--- config.mk ---
export PLATFORM = sky130hd
export DESIGN_NAME = edge_stamp_unit
export DESIGN_NICKNAME = d
export VERILOG_FILES = /design/src/rtl/ets_pkg.sv /design/src/rtl/ets_sync.sv /design/src/rtl/ets_stamp.sv /design/src/rtl/ets_work.sv /design/src/rtl/ets_snap.sv /design/src/rtl/edge_stamp_unit.sv
export SDC_FILE = /design/constraint.sdc
export NUM_CORES = 2
export LEC_CHECK = 0
export CORE_ASPECT_RATIO = 0.75
export CORE_UTILIZATION = 57
export CTS_BUF_LIST = sky130_fd_sc_hd__clkbuf_4 sky130_fd_sc_hd__clkbuf_8
export CTS_CLUSTER_SIZE = 28
export DETAILED_ROUTE_END_ITERATION = 10
export GPL_TIMING_DRIVEN = 0
export PLACE_DENSITY = 0.87
export SYNTH_ARGS = -nofsm -noshare
export SYNTH_HDL_FRONTEND = slang
export SYNTH_SLANG_ARGS = --single-unit
--- constraint.sdc ---
create_clock -name clk -period 82.5 [get_ports clk]
set_input_delay 24.75 -clock clk [delete_from_list [all_inputs] [get_ports clk]]
set_output_delay 24.75 -clock clk [all_outputs]
set_load 0.05 [all_outputs]
--- src/rtl/ets_pkg.sv ---
package ets_pkg;
  typedef enum logic [1:0] {
    EV_NONE = 2'd0,
    EV_RISE = 2'd1,
    EV_FALL = 2'd2
  } edge_kind_e;
endpackage

--- src/rtl/ets_sync.sv ---
module ets_sync
  import ets_pkg::*;
#(
  parameter int STAGES = 2
) (
  input  logic       clk,
  input  logic       rst_n,
  input  logic       sig_in,
  output logic       level_o,
  output edge_kind_e kind_o
);
  logic [STAGES-1:0] chain_q;
  logic [STAGES-1:0] chain_d;
  logic              level_q;
  logic              level_d;

  generate
    for (genvar g = 0; g < STAGES; g++) begin : g_stage
      if (g == 0) begin : g_first
        assign chain_d[g] = sig_in;
      end else begin : g_rest
        assign chain_d[g] = chain_q[g-1];
      end
    end
  endgenerate

  assign level_d = chain_q[STAGES-1];

  always_ff @(posedge clk or negedge rst_n) begin
    if (!rst_n) begin
      chain_q <= '0;
      level_q <= 1'b0;
    end else begin
      chain_q <= chain_d;
      level_q <= level_d;
    end
  end

  always_comb begin
    case ({chain_q[STAGES-1], level_q})
      2'b10:   kind_o = EV_RISE;
      2'b01:   kind_o = EV_FALL;
      default: kind_o = EV_NONE;
    endcase
  end

  assign level_o = level_q;

  AST_RISE_SETS_LEVEL: assert property (@(posedge clk) disable iff (!rst_n)
    (kind_o == EV_RISE) |=> level_o);
  AST_FALL_CLEARS_LEVEL: assert property (@(posedge clk) disable iff (!rst_n)
    (kind_o == EV_FALL) |=> !level_o);
endmodule

--- src/rtl/ets_stamp.sv ---
module ets_stamp #(
  parameter int TIME_W = 64,
  parameter int LAT    = 2
) (
  input  logic [TIME_W-1:0] time_now,
  output logic [TIME_W-1:0] stamp_o
);
  localparam logic [TIME_W-1:0] COMP = TIME_W'(LAT);

  assign stamp_o = time_now - COMP;
endmodule

--- src/rtl/ets_work.sv ---
module ets_work
  import ets_pkg::*;
#(
  parameter int TIME_W = 64,
  parameter int DEPTH  = 10,
  parameter int CNT_W  = 8
) (
  input  logic                         clk,
  input  logic                         rst_n,
  input  logic                         strobe,
  input  edge_kind_e                   kind,
  input  logic [TIME_W-1:0]            stamp,
  output logic [CNT_W-1:0]             rise_cnt,
  output logic [CNT_W-1:0]             fall_cnt,
  output logic [TIME_W-1:0]            last_rise,
  output logic [TIME_W-1:0]            last_fall,
  output logic                         rise_vld,
  output logic                         fall_vld,
  output logic                         ovf,
  output logic [DEPTH-1:0][TIME_W-1:0] fifo
);
  localparam logic [CNT_W-1:0] CNT_MAX = '1;
  localparam logic [CNT_W-1:0] DEPTH_C = CNT_W'(DEPTH);

  logic              is_rise, is_fall;
  logic [CNT_W-1:0]  rc_q, fc_q, base_rc, base_fc, rc_d, fc_d;
  logic              rv_q, fv_q, ov_q, rv_d, fv_d, ov_d;
  logic [TIME_W-1:0] lr_q, lf_q;
  logic              cnt_en;

  assign is_rise = (kind == EV_RISE);
  assign is_fall = (kind == EV_FALL);
  assign cnt_en  = strobe | is_rise | is_fall;

  always_comb begin
    base_rc = strobe ? '0 : rc_q;
    base_fc = strobe ? '0 : fc_q;
    rc_d    = base_rc;
    fc_d    = base_fc;
    rv_d    = strobe ? 1'b0 : rv_q;
    fv_d    = strobe ? 1'b0 : fv_q;
    ov_d    = strobe ? 1'b0 : ov_q;
    if (is_rise) begin
      rc_d = (base_rc == CNT_MAX) ? CNT_MAX : base_rc + 1'b1;
      rv_d = 1'b1;
      if (base_rc >= DEPTH_C) ov_d = 1'b1;
    end
    if (is_fall) begin
      fc_d = (base_fc == CNT_MAX) ? CNT_MAX : base_fc + 1'b1;
      fv_d = 1'b1;
    end
  end

  always_ff @(posedge clk or negedge rst_n) begin
    if (!rst_n) begin
      rc_q <= '0;
      fc_q <= '0;
      rv_q <= 1'b0;
      fv_q <= 1'b0;
      ov_q <= 1'b0;
    end else if (cnt_en) begin
      rc_q <= rc_d;
      fc_q <= fc_d;
      rv_q <= rv_d;
      fv_q <= fv_d;
      ov_q <= ov_d;
    end
  end

  always_ff @(posedge clk or negedge rst_n) begin
    if (!rst_n) begin
      lr_q <= '0;
    end else if (is_rise) begin
      lr_q <= stamp;
    end
  end

  always_ff @(posedge clk or negedge rst_n) begin
    if (!rst_n) begin
      lf_q <= '0;
    end else if (is_fall) begin
      lf_q <= stamp;
    end
  end

  generate
    for (genvar g = 0; g < DEPTH; g++) begin : g_slot
      logic              hit;
      logic              en;
      logic [TIME_W-1:0] d;
      logic [TIME_W-1:0] q;
      assign hit = is_rise && (base_rc == CNT_W'(g));
      assign en  = strobe | hit;
      assign d   = hit ? stamp : '0;
      always_ff @(posedge clk or negedge rst_n) begin
        if (!rst_n) begin
          q <= '0;
        end else if (en) begin
          q <= d;
        end
      end
      assign fifo[g] = q;
    end
  endgenerate

  assign rise_cnt  = rc_q;
  assign fall_cnt  = fc_q;
  assign last_rise = lr_q;
  assign last_fall = lf_q;
  assign rise_vld  = rv_q;
  assign fall_vld  = fv_q;
  assign ovf       = ov_q;

  AST_OVF_NEEDS_DEPTH: assert property (@(posedge clk) disable iff (!rst_n)
    ov_q |-> (rc_q > DEPTH_C));
  AST_CNT_NO_WRAP: assert property (@(posedge clk) disable iff (!rst_n)
    !strobe |=> (rc_q >= $past(rc_q)) && (fc_q >= $past(fc_q)));
  AST_STROBE_CLEARS: assert property (@(posedge clk) disable iff (!rst_n)
    strobe |=> (rc_q <= 1) && (fc_q <= 1));
  AST_VALID_MATCHES_CNT: assert property (@(posedge clk) disable iff (!rst_n)
    rv_q == (rc_q != '0));
endmodule

--- src/rtl/ets_snap.sv ---
module ets_snap #(
  parameter int TIME_W = 64,
  parameter int DEPTH  = 10,
  parameter int CNT_W  = 8,
  parameter int IDX_W  = 4
) (
  input  logic                         clk,
  input  logic                         rst_n,
  input  logic                         strobe,
  input  logic                         level,
  input  logic [CNT_W-1:0]             rise_cnt,
  input  logic [CNT_W-1:0]             fall_cnt,
  input  logic [TIME_W-1:0]            last_rise,
  input  logic [TIME_W-1:0]            last_fall,
  input  logic                         rise_vld,
  input  logic                         fall_vld,
  input  logic                         ovf,
  input  logic [DEPTH-1:0][TIME_W-1:0] fifo,
  input  logic [IDX_W-1:0]             rd_idx,
  output logic                         s_level,
  output logic                         s_rise_vld,
  output logic                         s_fall_vld,
  output logic [TIME_W-1:0]            s_rise_time,
  output logic [TIME_W-1:0]            s_fall_time,
  output logic [CNT_W-1:0]             s_rise_cnt,
  output logic [CNT_W-1:0]             s_fall_cnt,
  output logic                         s_ovf,
  output logic [TIME_W-1:0]            s_rd_time
);
  logic [DEPTH-1:0][TIME_W-1:0] sfifo_q;

  always_ff @(posedge clk or negedge rst_n) begin
    if (!rst_n) begin
      s_level     <= 1'b0;
      s_rise_vld  <= 1'b0;
      s_fall_vld  <= 1'b0;
      s_rise_time <= '0;
      s_fall_time <= '0;
      s_rise_cnt  <= '0;
      s_fall_cnt  <= '0;
      s_ovf       <= 1'b0;
      sfifo_q     <= '0;
    end else if (strobe) begin
      s_level     <= level;
      s_rise_vld  <= rise_vld;
      s_fall_vld  <= fall_vld;
      s_rise_time <= last_rise;
      s_fall_time <= last_fall;
      s_rise_cnt  <= rise_cnt;
      s_fall_cnt  <= fall_cnt;
      s_ovf       <= ovf;
      sfifo_q     <= fifo;
    end
  end

  always_comb begin
    s_rd_time = '0;
    for (int i = 0; i < DEPTH; i++) begin
      if (rd_idx == IDX_W'(i)) s_rd_time = sfifo_q[i];
    end
  end

  AST_SNAP_HOLD: assert property (@(posedge clk) disable iff (!rst_n)
    !strobe |=> $stable(s_rise_cnt) && $stable(s_fall_cnt) && $stable(s_rise_time)
                && $stable(s_fall_time) && $stable(s_level) && $stable(s_ovf));
endmodule

--- src/rtl/edge_stamp_unit.sv ---
module edge_stamp_unit
  import ets_pkg::*;
#(
  parameter int TIME_W      = 64,
  parameter int DEPTH       = 10,
  parameter int CNT_W       = 8,
  parameter int SYNC_STAGES = 2,
  parameter int IDX_W       = $clog2(DEPTH + 1)
) (
  input  logic              clk,
  input  logic              rst_n,
  input  logic              sig_in,
  input  logic [TIME_W-1:0] time_now,
  input  logic              cycle_strobe,
  input  logic [IDX_W-1:0]  rd_idx,
  output logic              snap_level,
  output logic              snap_rise_valid,
  output logic              snap_fall_valid,
  output logic [TIME_W-1:0] snap_rise_time,
  output logic [TIME_W-1:0] snap_fall_time,
  output logic [CNT_W-1:0]  snap_rise_cnt,
  output logic [CNT_W-1:0]  snap_fall_cnt,
  output logic              snap_overflow,
  output logic [TIME_W-1:0] snap_rd_time
);
  logic rst_meta_q, rst_sn;

  always_ff @(posedge clk or negedge rst_n) begin
    if (!rst_n) begin
      rst_meta_q <= 1'b0;
      rst_sn     <= 1'b0;
    end else begin
      rst_meta_q <= 1'b1;
      rst_sn     <= rst_meta_q;
    end
  end

  logic                         level;
  edge_kind_e                   kind;
  logic [TIME_W-1:0]            stamp;
  logic [CNT_W-1:0]             w_rc, w_fc;
  logic [TIME_W-1:0]            w_lr, w_lf;
  logic                         w_rv, w_fv, w_ov;
  logic [DEPTH-1:0][TIME_W-1:0] w_fifo;

  ets_sync #(.STAGES(SYNC_STAGES)) u_sync (
    .clk(clk), .rst_n(rst_sn), .sig_in(sig_in), .level_o(level), .kind_o(kind)
  );

  ets_stamp #(.TIME_W(TIME_W), .LAT(SYNC_STAGES)) u_stamp (
    .time_now(time_now), .stamp_o(stamp)
  );

  ets_work #(.TIME_W(TIME_W), .DEPTH(DEPTH), .CNT_W(CNT_W)) u_work (
    .clk(clk), .rst_n(rst_sn), .strobe(cycle_strobe), .kind(kind), .stamp(stamp),
    .rise_cnt(w_rc), .fall_cnt(w_fc), .last_rise(w_lr), .last_fall(w_lf),
    .rise_vld(w_rv), .fall_vld(w_fv), .ovf(w_ov), .fifo(w_fifo)
  );

  ets_snap #(.TIME_W(TIME_W), .DEPTH(DEPTH), .CNT_W(CNT_W), .IDX_W(IDX_W)) u_snap (
    .clk(clk), .rst_n(rst_sn), .strobe(cycle_strobe), .level(level),
    .rise_cnt(w_rc), .fall_cnt(w_fc), .last_rise(w_lr), .last_fall(w_lf),
    .rise_vld(w_rv), .fall_vld(w_fv), .ovf(w_ov), .fifo(w_fifo), .rd_idx(rd_idx),
    .s_level(snap_level), .s_rise_vld(snap_rise_valid), .s_fall_vld(snap_fall_valid),
    .s_rise_time(snap_rise_time), .s_fall_time(snap_fall_time),
    .s_rise_cnt(snap_rise_cnt), .s_fall_cnt(snap_fall_cnt), .s_ovf(snap_overflow),
    .s_rd_time(snap_rd_time)
  );
endmodule

==> impl_results.md <==
* Avg Cell Area, Syn at 12.4 um^2
* Count of endpoints failing hold in the final timing report at 0
* Routed Antenna Nets at 0
* # rows at between 100 and 150
* Syn Std Cell Area at approximately 63000 um^2
* Clock latency on the worst-skew pair at between 900 and 1000 ps
* Switching power at approximately 0.46 mW
* Final nets at about 5.7k
* Cell variety after synth at 64
* DR vias at about 50k
* Total core area at between 100000 and 150000 um^2
* Vias per inst at between 6 and 7
* Post-synth top flop: dfrtp_1
* Hold crit path type: reg2async
* CTS Root Cell: clkbuf_8
* Gr ovfl total at 0
* CTS Buf Count at between 200 and 250
* Min cycle time layout at 54990 ps
* CP startpoint: rd_idx[3]
* Number of synthesized register bits at 1580
* Pwr/cell area at approximately 23 nW/um^2
* Post-CTS setup buffers at 0
* Vert. Die Dim at about 290 um
* Failing checks: max-capacitance violations, max-slew violations
* Clock tree buffer depth at 3
* RSZ-0062 raised after global routing: false
* Status: finished with violations
* Detailed placement HPWL at ~150000 um
* Chip width at approximately 390 um
* Drt pass-1 iters at 9
* Critical R2R Launch: u_sync.level_o$_DFF_PN0_
* Worst-Margin Slew at about 1600 ps
* Largest net degree at the start of global routing at 75
* Clock power frac at roughly two fifths
* CTS tree: built
* H-Tree Depth at 4
* # port buffers at ~280
* Clk_skew at between 50 and 60 ps
* Sequential-to-total area share from yosys stat at 62.6%
* Residual DRC at 0
* Pint at 1.23 mW
* Fill cells at between 7k and 8k
* Startpoint Class: input pin
* Combinational share of power at between 10 and 15%
* Hold buffers post-CTS at 0
* R2R cell count at 9
* Global-route usage over all layers at 37.8%
* Routability cong. at between 0.9 and 1
* Clock sink total at 1580
* Crit path kind: in2out
* TNS Setup at 0 ps
* IO Count at 284
* Layout cells sized above 1 at 22.8%
* Post-synth EDFFs at 0
* Fmax at about 18 MHz
* Critical R2R Capture: u_work.g_slot[9].q[63]$_DFFE_PN0P_
* Post_cts resized at 0
* DIE AREA at 112000 um^2
* Rel. slew slack at -10.2%
* Crit-path max FO at 10
* Mapped Cells at roughly 5.1k
* CP endpoint: snap_rd_time[62]
* Register area at 39500 um^2
* CTS clk-pin slew, worst paths at 60 ps
* CP endpoint kind: output pin
* LEAKAGE at roughly 34 nW
* Vias in the first global route at 49.4k
* Final slew viol count at 84
* Worst VDD drop at around 0.015 mV
* Max Cap Violations at 10
* Footprint of the multi-input gates at 21800 um^2
* Initial core utilization at 57.6%
* WP data arrival at a little over 30000 ps
* DR iter-0 viols at around 6.4k
* R2R setup slack at slightly below 80000 ps
* Initial antenna violation count at 13
* Seq pwr share at between 40% and 50%
* Post-synth ARST share at 100%
* Switching Share at about 27%
* CP Data Required Time at a little under 60000 ps
* Wirelength per Cell at slightly below 30 um
* Routed WL at between 200000 and 250000 um
* Total Power at approximately 1.7 mW
* Final worst path period share at roughly two thirds
* Area grow syn2layout at 16.5%
* First-pass GRT wire length at between 300000 and 400000 um
* Mapped Nets at 5174
* Yosys warns at 0
* Final Setup Violations at 0
power by group through the flow:
stage | Sequential, mW | Combinational (mW) | Clock [mW]
2_1_floorplan | 0.886 | 0.0653 | 0
3_3_place_gp | 0.853 | 0.168 | 0
3_5_place_dp | 0.837 | 0.191 | 0
4_1_cts | 0.823 | 0.192 | 0.675
5_1_grt | 0.826 | 0.203 | 0.708
6_report | 0.823 | 0.194 | 0.676
kinds of logic (layout without fill, tap and decap cells):
logic type               after synthesis  after routing  synth area share (%)
other                                  1             11               0.00594
adder cells (fa/ha/maj)                6              6                 0.119
AND/OR/NAND/NOR                     1055           1055                  8.39
buffers and inverters                480           1201                  2.89
XOR/XNOR                              68             68                 0.943
flip-flops                          1580           1580                  62.6
AO/OA/AOI/OAI                       1110           1110                  10.8
multiplexers                         796            796                  14.2
critical path: stages:
cell             delay, ps
clkdlybuf4s50_1        440
clkbuf_1               230
nor2b_1                250
nand2_1                820
nor2_1                 980
clkbuf_1               750
clkbuf_1               530
a222oi_1               220
nand3_1                190
o221a_2                250
clkdlybuf4s50_1        810
per-layer routing:
metal  wire length (um)  global-route usage, %  part of all wire (%)
met5                 81                      0                 0.038
met4              14600                   23.6                   6.9
met3              28400                   14.9                    13
met2              89800                   52.5                    42
met1              79500                   49.8                    37
placed cells by master, fill, tap and decap left out, types with 75 or more instances in the layout:
master           count
nand2_1            182
clkbuf_8           296
dfrtp_1           1579
clkdlybuf4s50_1    282
buf_1               75
o21ai_0            732
nand3_1            699
a222oi_1            98
mux2_2             786
clkbuf_1           376
worst min path at each step:
stage                                                  end                  from
after global placement                    rst_sn$_DFF_PN0_  rst_meta_q$_DFF_PN0_
after detailed placement   u_snap.sfifo_q[638]$_DFFE_PN0P_      rst_sn$_DFF_PN0_
after CTS                  u_snap.sfifo_q[638]$_DFFE_PN0P_      rst_sn$_DFF_PN0_
after floorplan                           rst_sn$_DFF_PN0_  rst_meta_q$_DFF_PN0_
after global routing      u_snap.s_fall_cnt[6]$_DFFE_PN0P_      rst_sn$_DFF_PN0_
final                     u_snap.s_fall_cnt[6]$_DFFE_PN0P_      rst_sn$_DFF_PN0_
synth_stat cells, types with 22 or more instances:
| library cell | number | area (um^2) |
|---|---|---|
| a21oi_1 | 33 | 165 |
| o221a_2 | 49 | 552 |
| mux2_2 | 786 | 8850 |
| xor2_1 | 33 | 289 |
| nand2_1 | 182 | 683 |
| a221oi_1 | 59 | 517 |
| nor2_1 | 40 | 150 |
| nor3_1 | 22 | 110 |
| buf_1 | 76 | 285 |
| o21ai_1 | 45 | 225 |
| nand3_1 | 700 | 3500 |
| a222oi_1 | 98 | 981 |
| dfrtp_1 | 1580 | 39500 |
| clkbuf_1 | 383 | 1440 |
| o21ai_0 | 732 | 3660 |
| xnor2_1 | 35 | 307 |
sequential cells by signal, summed over array words and instances (netlist names), 64 cells and up:
| name | count |
|---|---|
| u_snap.s_rise_time | 64 |
| u_work.last_rise | 64 |
| u_work.g_slot.q | 640 |
| u_snap.s_fall_time | 64 |
| u_work.last_fall | 64 |
| u_snap.sfifo_q | 640 |
metrics by stage:
step           util (%)  cell area [um^2]  cells  setup slack [ps]  hold WS [ps]
2_1_floorplan         -             63100   5096             29550           331
3_3_place_gp       61.8             67800   6822             20220           335
3_5_place_dp       62.6             68600   6852             28060           228
4_1_cts            67.1             73500   7261             28030           246
5_1_grt            67.1             73500   7262             27700           263
6_report           67.1             73600   7271             27510           256
final cells by class:
type / count / area share, %
flip-flops and latches: 1580 / 53.8
multi-input cells: 3036 / 29.6
clock buffers: 367 / 6.26
repair buffers: 312 / 4.89
well taps: 1444 / 2.46
plain buffers: 470 / 2.44
clock inverters: 42 / 0.502
inverters: 10 / 0.0510
diodes: 10 / 0.0340
Power figures use the tool's default switching activity.
